$ cat src/rtl/vic_pkg.sv
package vic_pkg;

  localparam logic [1:0] ADDR_CFG  = 2'd0;
  localparam logic [1:0] ADDR_MASK = 2'd1;
  localparam logic [1:0] ADDR_ISR  = 2'd2;
  localparam logic [1:0] ADDR_VEC  = 2'd3;

  // configuration layout
  localparam int CFG_W        = 17;
  localparam int CFG_EN_BIT   = 16;
  localparam int CFG_LVL_LSB  = 13;
  localparam int CFG_SLOT_LSB = 5;
  localparam int SER_CNT      = 4;
  localparam int SLOT_W       = 2 * SER_CNT;

  // vector field sits at the top of the low half-word
  localparam int VEC_TOP = 15;

  typedef struct packed {
    logic cfgWr;
    logic maskWr;
    logic isrClr;
    logic ack;
  } vic_strobe_t;

endpackage

$ cat src/rtl/vic_ctrl.sv
module vic_ctrl
  import vic_pkg::*;
(
  input  logic        hostWrEn,
  input  logic [1:0]  hostAddr,
  input  logic        ackBit,
  output vic_strobe_t strobe
);

  always_comb begin
    strobe        = '0;
    strobe.cfgWr  = hostWrEn && (hostAddr == ADDR_CFG);
    strobe.maskWr = hostWrEn && (hostAddr == ADDR_MASK);
    strobe.isrClr = hostWrEn && (hostAddr == ADDR_ISR);
    strobe.ack    = hostWrEn && (hostAddr == ADDR_VEC) && ackBit;
  end

endmodule

$ cat src/rtl/vic_rank.sv
module vic_rank
  import vic_pkg::*;
#(
  parameter int NUM_SRC  = 32,
  parameter int SER_BASE = 28,
  localparam int VEC_W   = $clog2(NUM_SRC),
  localparam int KEY_W   = VEC_W + 1
) (
  input  logic [NUM_SRC-1:0] srcReq,
  input  logic [NUM_SRC-1:0] maskQ,
  input  logic [NUM_SRC-1:0] isrQ,
  input  logic [VEC_W-1:0]   cfgPromote,
  input  logic [SLOT_W-1:0]  cfgSlots,
  output logic               winValid,
  output logic [VEC_W-1:0]   winVec
);

  logic [KEY_W-1:0] keyArr [NUM_SRC];
  logic [KEY_W-1:0] maxIsKey;
  logic             anyIs;
  logic [KEY_W-1:0] bestKey;

  // rank key per source: plain number, serial remap, then promotion
  for (genvar i = 0; i < NUM_SRC; i++) begin : g_key
    if (i >= SER_BASE && i < SER_BASE + SER_CNT) begin : g_ser
      localparam int CH = i - SER_BASE;
      always_comb begin
        keyArr[i] = KEY_W'(i);
        for (int p = 0; p < SER_CNT; p++) begin
          if (cfgSlots[2*p +: 2] == 2'(CH)) keyArr[i] = KEY_W'(SER_BASE + p);
        end
        if (cfgPromote == VEC_W'(i)) keyArr[i] = '1;
      end
    end else begin : g_plain
      always_comb begin
        keyArr[i] = KEY_W'(i);
        if (i != 0 && cfgPromote == VEC_W'(i)) keyArr[i] = '1;
      end
    end
  end

  always_comb begin
    anyIs    = 1'b0;
    maxIsKey = '0;
    for (int i = 1; i < NUM_SRC; i++) begin
      if (isrQ[i] && (!anyIs || keyArr[i] > maxIsKey)) begin
        anyIs    = 1'b1;
        maxIsKey = keyArr[i];
      end
    end

    winValid = 1'b0;
    winVec   = '0;
    bestKey  = '0;
    for (int i = 1; i < NUM_SRC; i++) begin
      if (srcReq[i] && maskQ[i] && (!anyIs || keyArr[i] > maxIsKey) &&
          (!winValid || keyArr[i] > bestKey)) begin
        winValid = 1'b1;
        winVec   = VEC_W'(i);
        bestKey  = keyArr[i];
      end
    end
  end

endmodule

$ cat src/rtl/vic_dp.sv
module vic_dp
  import vic_pkg::*;
#(
  parameter int NUM_SRC  = 32,
  parameter int SER_BASE = 28,
  parameter int NUM_LVL  = 8,
  localparam int VEC_W   = $clog2(NUM_SRC),
  localparam int LVL_W   = $clog2(NUM_LVL)
) (
  input  logic               clk,
  input  logic               rstN,
  input  vic_strobe_t        strobe,
  input  logic [31:0]        wdata,
  input  logic [NUM_SRC-1:0] srcReq,
  output logic [CFG_W-1:0]   cfgQ,
  output logic [NUM_SRC-1:0] maskQ,
  output logic [NUM_SRC-1:0] isrQ,
  output logic [VEC_W-1:0]   vecQ,
  output logic               winValid,
  output logic [VEC_W-1:0]   winVec,
  output logic [NUM_LVL-1:0] hostIrq
);

  localparam logic [SLOT_W-1:0] SLOT_RST = 8'b11_10_01_00;
  localparam logic [CFG_W-1:0]  CFG_RST  = CFG_W'(SLOT_RST) << CFG_SLOT_LSB;

  logic [LVL_W-1:0] cfgLvl;
  assign cfgLvl = cfgQ[CFG_LVL_LSB +: LVL_W];

  vic_rank #(.NUM_SRC(NUM_SRC), .SER_BASE(SER_BASE)) uRank (
    .srcReq    (srcReq),
    .maskQ     (maskQ),
    .isrQ      (isrQ),
    .cfgPromote(cfgQ[VEC_W-1:0]),
    .cfgSlots  (cfgQ[CFG_SLOT_LSB +: SLOT_W]),
    .winValid  (winValid),
    .winVec    (winVec)
  );

  always_ff @(posedge clk) begin
    if (!rstN) begin
      cfgQ  <= CFG_RST;
      maskQ <= '0;
      isrQ  <= '0;
      vecQ  <= '0;
    end else begin
      if (strobe.cfgWr)  cfgQ  <= wdata[CFG_W-1:0];
      if (strobe.maskWr) maskQ <= wdata[NUM_SRC-1:0];
      if (strobe.isrClr) isrQ  <= isrQ & ~wdata[NUM_SRC-1:0];
      if (strobe.ack) begin
        vecQ <= winValid ? winVec : '0;
        if (winValid) isrQ[winVec] <= 1'b1;
      end
    end
  end

  always_comb begin
    hostIrq = '0;
    if (cfgQ[CFG_EN_BIT] && winValid) hostIrq[cfgLvl] = 1'b1;
  end

endmodule

$ cat src/rtl/vic_top.sv
module vic_top
  import vic_pkg::*;
#(
  parameter int NUM_SRC  = 32,
  parameter int SER_BASE = 28,
  parameter int NUM_LVL  = 8,
  localparam int VEC_W   = $clog2(NUM_SRC)
) (
  input  logic               clk,
  input  logic               rstN,
  input  logic [NUM_SRC-1:0] srcReq,
  input  logic [1:0]         hostAddr,
  input  logic               hostWrEn,
  input  logic [31:0]        hostWdata,
  output logic [31:0]        hostRdata,
  output logic [NUM_LVL-1:0] hostIrq
);

  vic_strobe_t        strobe;
  logic [CFG_W-1:0]   cfgQ;
  logic [NUM_SRC-1:0] maskQ;
  logic [NUM_SRC-1:0] isrQ;
  logic [VEC_W-1:0]   vecQ;
  logic               winValid;
  logic [VEC_W-1:0]   winVec;

  vic_ctrl uCtrl (
    .hostWrEn(hostWrEn),
    .hostAddr(hostAddr),
    .ackBit  (hostWdata[0]),
    .strobe  (strobe)
  );

  vic_dp #(.NUM_SRC(NUM_SRC), .SER_BASE(SER_BASE), .NUM_LVL(NUM_LVL)) uDp (
    .clk     (clk),
    .rstN    (rstN),
    .strobe  (strobe),
    .wdata   (hostWdata),
    .srcReq  (srcReq),
    .cfgQ    (cfgQ),
    .maskQ   (maskQ),
    .isrQ    (isrQ),
    .vecQ    (vecQ),
    .winValid(winValid),
    .winVec  (winVec),
    .hostIrq (hostIrq)
  );

  always_comb begin
    unique case (hostAddr)
      ADDR_CFG:  hostRdata = 32'(cfgQ);
      ADDR_MASK: hostRdata = 32'(maskQ);
      ADDR_ISR:  hostRdata = 32'(isrQ);
      default:   hostRdata = 32'(vecQ) << (VEC_TOP + 1 - VEC_W);
    endcase
  end

endmodule

$ cat config.mk
export PLATFORM = sky130hd
export DESIGN_NAME = vic_top
export DESIGN_NICKNAME = d
export VERILOG_FILES = /design/src/rtl/vic_pkg.sv /design/src/rtl/vic_ctrl.sv /design/src/rtl/vic_rank.sv /design/src/rtl/vic_dp.sv /design/src/rtl/vic_top.sv
export SDC_FILE = /design/constraint.sdc
export NUM_CORES = 1
export LEC_CHECK = 0
export CORE_MARGIN = 3
export CORE_UTILIZATION = 42
export CTS_CLUSTER_SIZE = 12
export DETAILED_ROUTE_END_ITERATION = 6
export PLACE_DENSITY = 0.72
export RECOVER_POWER = 100
export SYNTH_ARGS = -nofsm -noshare
export SYNTH_HDL_FRONTEND = slang
export SYNTH_HIERARCHICAL = 1
export SYNTH_SLANG_ARGS = --single-unit
$ cat constraint.sdc
create_clock -name clk -period 79.1 [get_ports clk]
set_input_delay 11.865 -clock clk [delete_from_list [all_inputs] [get_ports clk]]
set_output_delay 11.865 -clock clk [all_outputs]
set_load 0.01 [all_outputs]
After elaboration in Yosys (flattened, before gate mapping)

Index checks and enable logic that the tools add are counted.

Flip-flop bits (word level): 86
Input port bits: 69
Output and inout bits: 40

Order comparisons: 95
Eq/ne operators: 46
Muxes and demuxes: 211
Bitwise operators: 3
Reduce and logical (&&, ||, !) cells: 286

Operators by type and width:

| operator             | number |
|---|---|
| $mux W6              | 103 |
| $gt A6 B6 Y1         | 91 |
| $mux W5              | 31 |
| $logic_and A1 B1 Y1  | 130 |
| $mux W32             | 4 |
| $pmux W32 S3         | 1 |
| $logic_or A1 B1 Y1   | 91 |
| $eq A5 B5 Y1 const B | 16 |
| $mux W1              | 67 |
| $logic_not A1 Y1     | 61 |
| $eq A5 B4 Y1 const B | 8 |
| $and A32 B32 Y32     | 1 |
| $not A32 Y32         | 1 |
| $or A32 B32 Y32      | 1 |
| $eq A2 B2 Y1 const B | 10 |
| $eq A5 B3 Y1 const B | 4 |
| $eq A2 B1 Y1 const B | 5 |
| $eq A5 B2 Y1 const B | 2 |
| $logic_not A2 Y1     | 4 |
| $mux W8              | 1 |
| $lt A5 B6 Y1 const B | 1 |
| $demux W1 S5         | 1 |
| $eq A5 B1 Y1 const B | 1 |
| $ge A5 B1 Y1 const B | 1 |
| 4 further kinds      | 5 |

Longest topological paths before layout

Depth after elaboration: 254
Gate-level depth with buffers: 450
Mapped depth without buffers: 443

Cells and area by module

Netlist, hierarchy kept.

Modules (own cells, without submodules):

| module   | instances | cells an instance | area each (um^2) | seq. area each (um^2) |
|---|---|---|---|---|
| vic_rank | 1         | 1934              | 13425.4          | 0.0 |
| vic_dp   | 1         | 317               | 3413.3           | 1721.7 |
| vic_top  | 1         | 54                | 583.1            | 0.0 |
| vic_ctrl | 1         | 4                 | 37.5             | 0.0 |

Worst setup path before layout

No wires, ideal clock.

Path type: register to register
From: reg uDp.cfgQ[4]
To: reg uDp.isrQ[13]
Setup time: 0.117 ns
Arrival: 79.799 ns
Slack: -0.817 ns
Cell stages (with the launch flop): 407
Buffers on the path: 6
Period minus slack after synthesis: 79.917 ns
Cell sequence: dfxtp_1 -> buf_2 -> or3b_1 -> o22ai_2 -> inv_1 -> ha_1 -> or2_2 -> o2111a_1 -> a21o_1 -> ha_1 -> and4b_1 -> o2111ai_1 -> a221o_1 -> nand2_1 -> ha_1 -> a211o_1 -> nand2_1 -> o21a_1 -> [371 not listed] -> o21ai_0 -> nand2_1 -> o31a_1 -> mux2i_1 -> inv_1 -> ha_1 -> nor2b_1 -> o32ai_1 -> a21o_1 -> mux2_2 -> ha_1 -> nand3_1 -> a2bb2oi_1 -> o31a_1 -> a21bo_1 -> and4b_1 -> clkbuf_1 -> a32o_1

Longest elaborated chain between the ends: 254

Ends and longest elaborated chain:

| item                                                                      | line           | RTL |
|---|---|---|
| from (decl)                                                               | vic_dp.sv:15   | `output logic [CFG_W-1:0] cfgQ,` |
| from (signal assigned)                                                    | vic_dp.sv:47   | `if (strobe.cfgWr) cfgQ <= wdata[CFG_W-1:0];` |
| $eq A5 B1 Y1                                                              | vic_rank.sv:37 | `if (i != 0 && cfgPromote == VEC_W'(i)) keyArr[i] = '1;` |
| $mux W6                                                                   | vic_rank.sv:37 |  |
| $mux W6                                                                   | vic_rank.sv:46 | `if (isrQ[i] && (!anyIs \|\| keyArr[i] > maxIsKey)) begin` |
| $gt A6 B6 Y1                                                              | vic_rank.sv:46 |  |
| $logic_or A1 B1 Y1                                                        | vic_rank.sv:46 |  |
| $logic_and A1 B1 Y1                                                       | vic_rank.sv:46 |  |
| $mux W6 / $mux W1 (equally long branches)                                 | vic_rank.sv:46 |  |
| $gt A6 B6 Y1 / $logic_not A1 Y1 (equally long branches)                   | vic_rank.sv:46 |  |
| [239 not listed]                                                          | -              |  |
| net winVec[1]                                                             | vic_top.sv:25  | `logic [VEC_W-1:0] winVec;` |
| $lt A5 B6 Y1 (not written as such) / $ge A5 B1 Y1 (equally long branches) | vic_dp.sv:52   | `if (winValid) isrQ[winVec] <= 1'b1;` |
| $logic_and A1 B1 Y1 (not written as such)                                 | vic_dp.sv:52   |  |
| $mux W1 (not written as such)                                             | vic_dp.sv:52   |  |
| $demux W1 S5 (*)                                                          | -              |  |
| $or A32 B32 Y32 (no source line) (*)                                      | -              |  |
| $mux W32 (*)                                                              | vic_dp.sv:52   |  |
| $mux W32 (*)                                                              | vic_dp.sv:50   | `if (strobe.ack) begin` |
| to (signal assigned)                                                      | vic_dp.sv:49   | `if (strobe.isrClr) isrQ <= isrQ & ~wdata[NUM_SRC-1:0];` |
| to (decl)                                                                 | vic_dp.sv:17   | `output logic [NUM_SRC-1:0] isrQ,` |

The timed path passes the listed nets; every way through them passes the cells marked *.
A chain may end at the register's enable or synchronous reset.

Worst setup path in the final report

From: reg uDp.cfgQ[3]
To: reg uDp.isrQ[0]

Same word-level chain as after synthesis.

==> results summary <==
The proportion of synthesized flip-flops having asynchronous set or reset came out at 0%. The clock tree skew after final layout is between 0.01 and 0.015 ns. The I/O pin total came out at 109. The number of buffers inserted during clock tree synthesis is 9. The highest net fanout along the worst path came out at 10. The time the worst path needs with I/O delays and setup is a little under 80 ns. The level count of the clock H-tree came out at 3. The setup slack after placement came out at -2.25 ns. The highest attainable clock frequency is approximately 13 MHz.

The endpoint required time on the critical path is approximately 79 ns. Of the post-synthesis cell area, the dominant cell type holds between 10% and 20%. The synthesis-to-layout area growth came out at 50.4%. The tree is rooted in a sky130_fd_sc_hd__clkbuf_16. TritonCTS built the clock tree. The start-to-end type of the worst setup path is flip-flop to flip-flop. The floorplan step defined a core boundary enclosing 40,900 um^2. The static leakage is about 11 nW. The number of failing hold endpoints at the final stage was 0.

The largest buffer count on any clock path is 2. The worst endpoint data arrival time is 77.96 ns. The congestion estimate from routability-driven global placement came to around 0.96. Dividing the detail-routed wire length by the instance count gives ~22 um. The adder and majority cell fraction of the synthesized area came out at between 10% and 20%. The effective utilization at floorplan is between 40 and 50%. The final max-slew violation count came out at 83.

The cell class contributing the biggest share of worst-path delay is compound AO/OA/AOI/OAI gates. The count of endpoints failing setup in the final report came out at 0. The number of input and output port buffers inserted came out at between 100 and 150. The number of antenna diodes came out at 0. The total area of sequential cells is approximately 1700 um^2.

The xor/xnor cell area share of the yosys netlist is 0%. The average instance area after synthesis is 7.56 um^2. By count the netlist is led by sky130_fd_sc_hd__nand2_1, sky130_fd_sc_hd__ha_1, sky130_fd_sc_hd__nor2_1, sky130_fd_sc_hd__a21oi_1, sky130_fd_sc_hd__inv_1. The fraction of final layout cells with drive strength greater than 1 is a little under two fifths. The worst path meets setup with 1.45 ns of slack.

The most used flip-flop cell after synthesis is sky130_fd_sc_hd__dfxtp_1. The final-layout worst hold slack is a little over 0.5 ns. The cell type with the highest occurrence count on the critical path is sky130_fd_sc_hd__ha_4.

After synthesis, the cell types taking the most area are sky130_fd_sc_hd__ha_1, sky130_fd_sc_hd__dfxtp_1, sky130_fd_sc_hd__nand2_1. The synthesized instance count came out at approximately 2,300. The number of global-route vias before repair came to between 20,000 and 25,000. From bottom edge to top edge, the die measures approximately 210 um. The max-slew headroom at the worst pin came out at -113%.

The power density over cell area is 9.41 nW/um^2. Yosys printed 6 warnings. The largest family of logic cells by synthesized area is compound AO/OA/AOI/OAI gates. Detailed placement finished with a half-perimeter wire length of between 50,000 and 60,000 um. The area enclosed by the die boundary came out at approximately 44,000 um^2. The final standard cell utilization of the core is 64.2%. The checks that failed: capacitance limit, slew limit.

Across every metal layer, demand over resource in global routing totals a little under a third. The final-stage net count came out at ~3,300. The number of buffers and inverters on the critical path came out at 52. The total global routing overflow came out at 0. The number of synthesized flops with an enable pin came out at 0. STA classifies the critical path endpoint as a flip-flop. The sum of negative setup slack came out at 0 ns.

The die is approximately 210 um wide. The simple-gate share of the synthesized area is 25.3%. After synthesis the netlist holds a flip-flop and latch count of between 80 and 90. Clock-pin slew was measured on the worst setup and hold paths at 0.08 ns. The tightest min-delay check is of the flip-flop to flip-flop type.

The part of the cycle the worst path needs came out at just under 100%. The first detailed-routing pass took 6 iterations. The complex-gate fraction of the synthesized area is 36.0%. The first global-routing pass estimated roughly 110,000 um of wire. The mux cell area share after synthesis came out at under 10%.

CTS saw 86 sinks. The slack of the worst reg-to-reg path came out at around 1.4 ns. The number of cells after detailed placement is around 3,300.

Entering global routing, the biggest net connects 97 pins. For this run, the slowest stage of the critical path takes roughly 0.55 ns. The worst register-to-register path begins at uDp/cfgQ[3]$_SDFFE_PN0P_. The startpoint of the worst setup timing path is uDp/cfgQ[3]$_SDFFE_PN0P_.

The total number of vias came out at 22,900. The finished layout cell area came out at 26,300 um^2. The number of nets with antenna violations after routing is 0.

STA classifies the critical path startpoint as a flip-flop. The slowest stage of the critical path belongs to the cell sky130_fd_sc_hd__or4b_4. The worst-case IR drop observed on VDD is 0.0000117 V. The detailed router finished its first iteration with around 2,400 violations. The clock latency on the worst-skew pair is 0.37 ns. The net count after synthesis came out at ~2,600. After detailed routing, the number of vias per cell comes to 6.53. Summing internal, switching and leakage power gives 247 uW. The placed instance area is 22,300 um^2. The transition at the pin with the smallest max-transition slack came out at around 3.2 ns. Across the run, the number of max-cap violations was 4. The biggest area contributor in the post-synthesis netlist is sky130_fd_sc_hd__ha_1. The hold path startpoint is uDp/vecQ[1]$_SDFFE_PN0P_. The number of antenna violations at the first check in global routing is 2. The aggregate routed wire length is 77,300 um.

The synthesized netlist occupies a cell area of approximately 17,000 um^2. After synthesis, the netlist uses between 100 and 150 different library cells. The flow ran to the end, but the final reports show violations.

The sequential fraction of the synthesis area is roughly a tenth. In the routed design, unresolved DRC markers number 0. Summing all multi-input logic gate instances after layout gives between 15,000 and 20,000 um^2. The number of fill cells in the layout is 3,368. The count of standard-cell rows came out at 74. Among all cell types in the netlist, the one instantiated most often is sky130_fd_sc_hd__nand2_1. The final instance count without filler cells came out at 3,501.
## worst reg2reg max path, delay by kind of cell, from the launching register on
family,cells,cell delay (ns)
AOI/OAI and AO/OA,195,36.26
buffers and inverters,52,6.38
muxes,7,2.00
and+or+nand+nor,115,17.90
adders and majority gates,58,14.64
DFF,1,0.38
## layout make-up
type / instances / area share, %
timing repair buffer: 705 / 21.5
inverter: 124 / 1.79
sequential: 86 / 6.63
multi-input combinational: 2040 / 66.4
tap: 532 / 2.53
clock inverter: 5 / 0.314
clock buffer: 9 / 0.857
## worst paths after layout
kind,end,cells past startpoint
worst max register to register,uDp/isrQ[0]$_SDFF_PN0_,427
worst max-delay path,uDp/isrQ[0]$_SDFF_PN0_,427
worst min register to register,uDp/vecQ[1]$_SDFFE_PN0P_,2
worst min-delay path,uDp/vecQ[1]$_SDFFE_PN0P_,2
## cell families (layout without fill, tap and decap cells)
group / count (synthesis) / count (layout)
and+or+nand+nor: 865 / 865
AOI/OAI and AO/OA: 825 / 825
adders and majority gates: 260 / 260
buffers and inverters: 183 / 843
muxes: 90 / 90
DFF: 86 / 86
## where the power goes
part	internal, mW	total, mW	leakage, nW	switching [mW]
sequential	0.0442	0.0456	0.700	0.00140
clock	0.0275	0.0478	0.152	0.0203
combinational	0.0712	0.154	10.5	0.0827
total	0.143	0.247	11.4	0.104
## metal layers
| layer | vias to the layer above | global-route usage, % | wire (um) |
|---|---|---|---|
| met4 | 2 | 11.7 | 3620 |
| met1 | 11000 | 40.1 | 30900 |
| met5 | - | 0 | 9 |
| met3 | 288 | 4.14 | 6630 |
| li1 | 10300 | - | - |
| met2 | 1310 | 50.3 | 36100 |
## sequential cells by signal, summed over array words and instances, names as in the netlist
register	flops
uDp/vecQ	5
uDp/cfgQ	17
uDp/maskQ	32
uDp/isrQ	32
## cell usage in the layout (no fill, tap or decap), types with 42 or more instances in the layout
master / instances
sky130_fd_sc_hd__ha_4: 50
sky130_fd_sc_hd__nor2b_1: 79
sky130_fd_sc_hd__nand2_1: 241
sky130_fd_sc_hd__dfxtp_1: 81
sky130_fd_sc_hd__a21oi_2: 42
sky130_fd_sc_hd__clkdlybuf4s50_1: 74
sky130_fd_sc_hd__ha_1: 198
sky130_fd_sc_hd__a21oi_1: 115
sky130_fd_sc_hd__nor2_1: 139
sky130_fd_sc_hd__inv_1: 105
sky130_fd_sc_hd__nand3_1: 66
sky130_fd_sc_hd__buf_4: 574
sky130_fd_sc_hd__o21ai_0: 58
sky130_fd_sc_hd__mux2i_1: 70
## what timing repair did
| action | CTS | global route |
|---|---|---|
| buffers inserted | 17 | 127 |
| endpoints found under the setup margin | 37 | 37 |
| hold buffers | 0 | 0 |
| resized for setup | 87 | 440 |
| pin swaps | 21 | 288 |
Note: power is estimated with default switching activity, not from simulation.
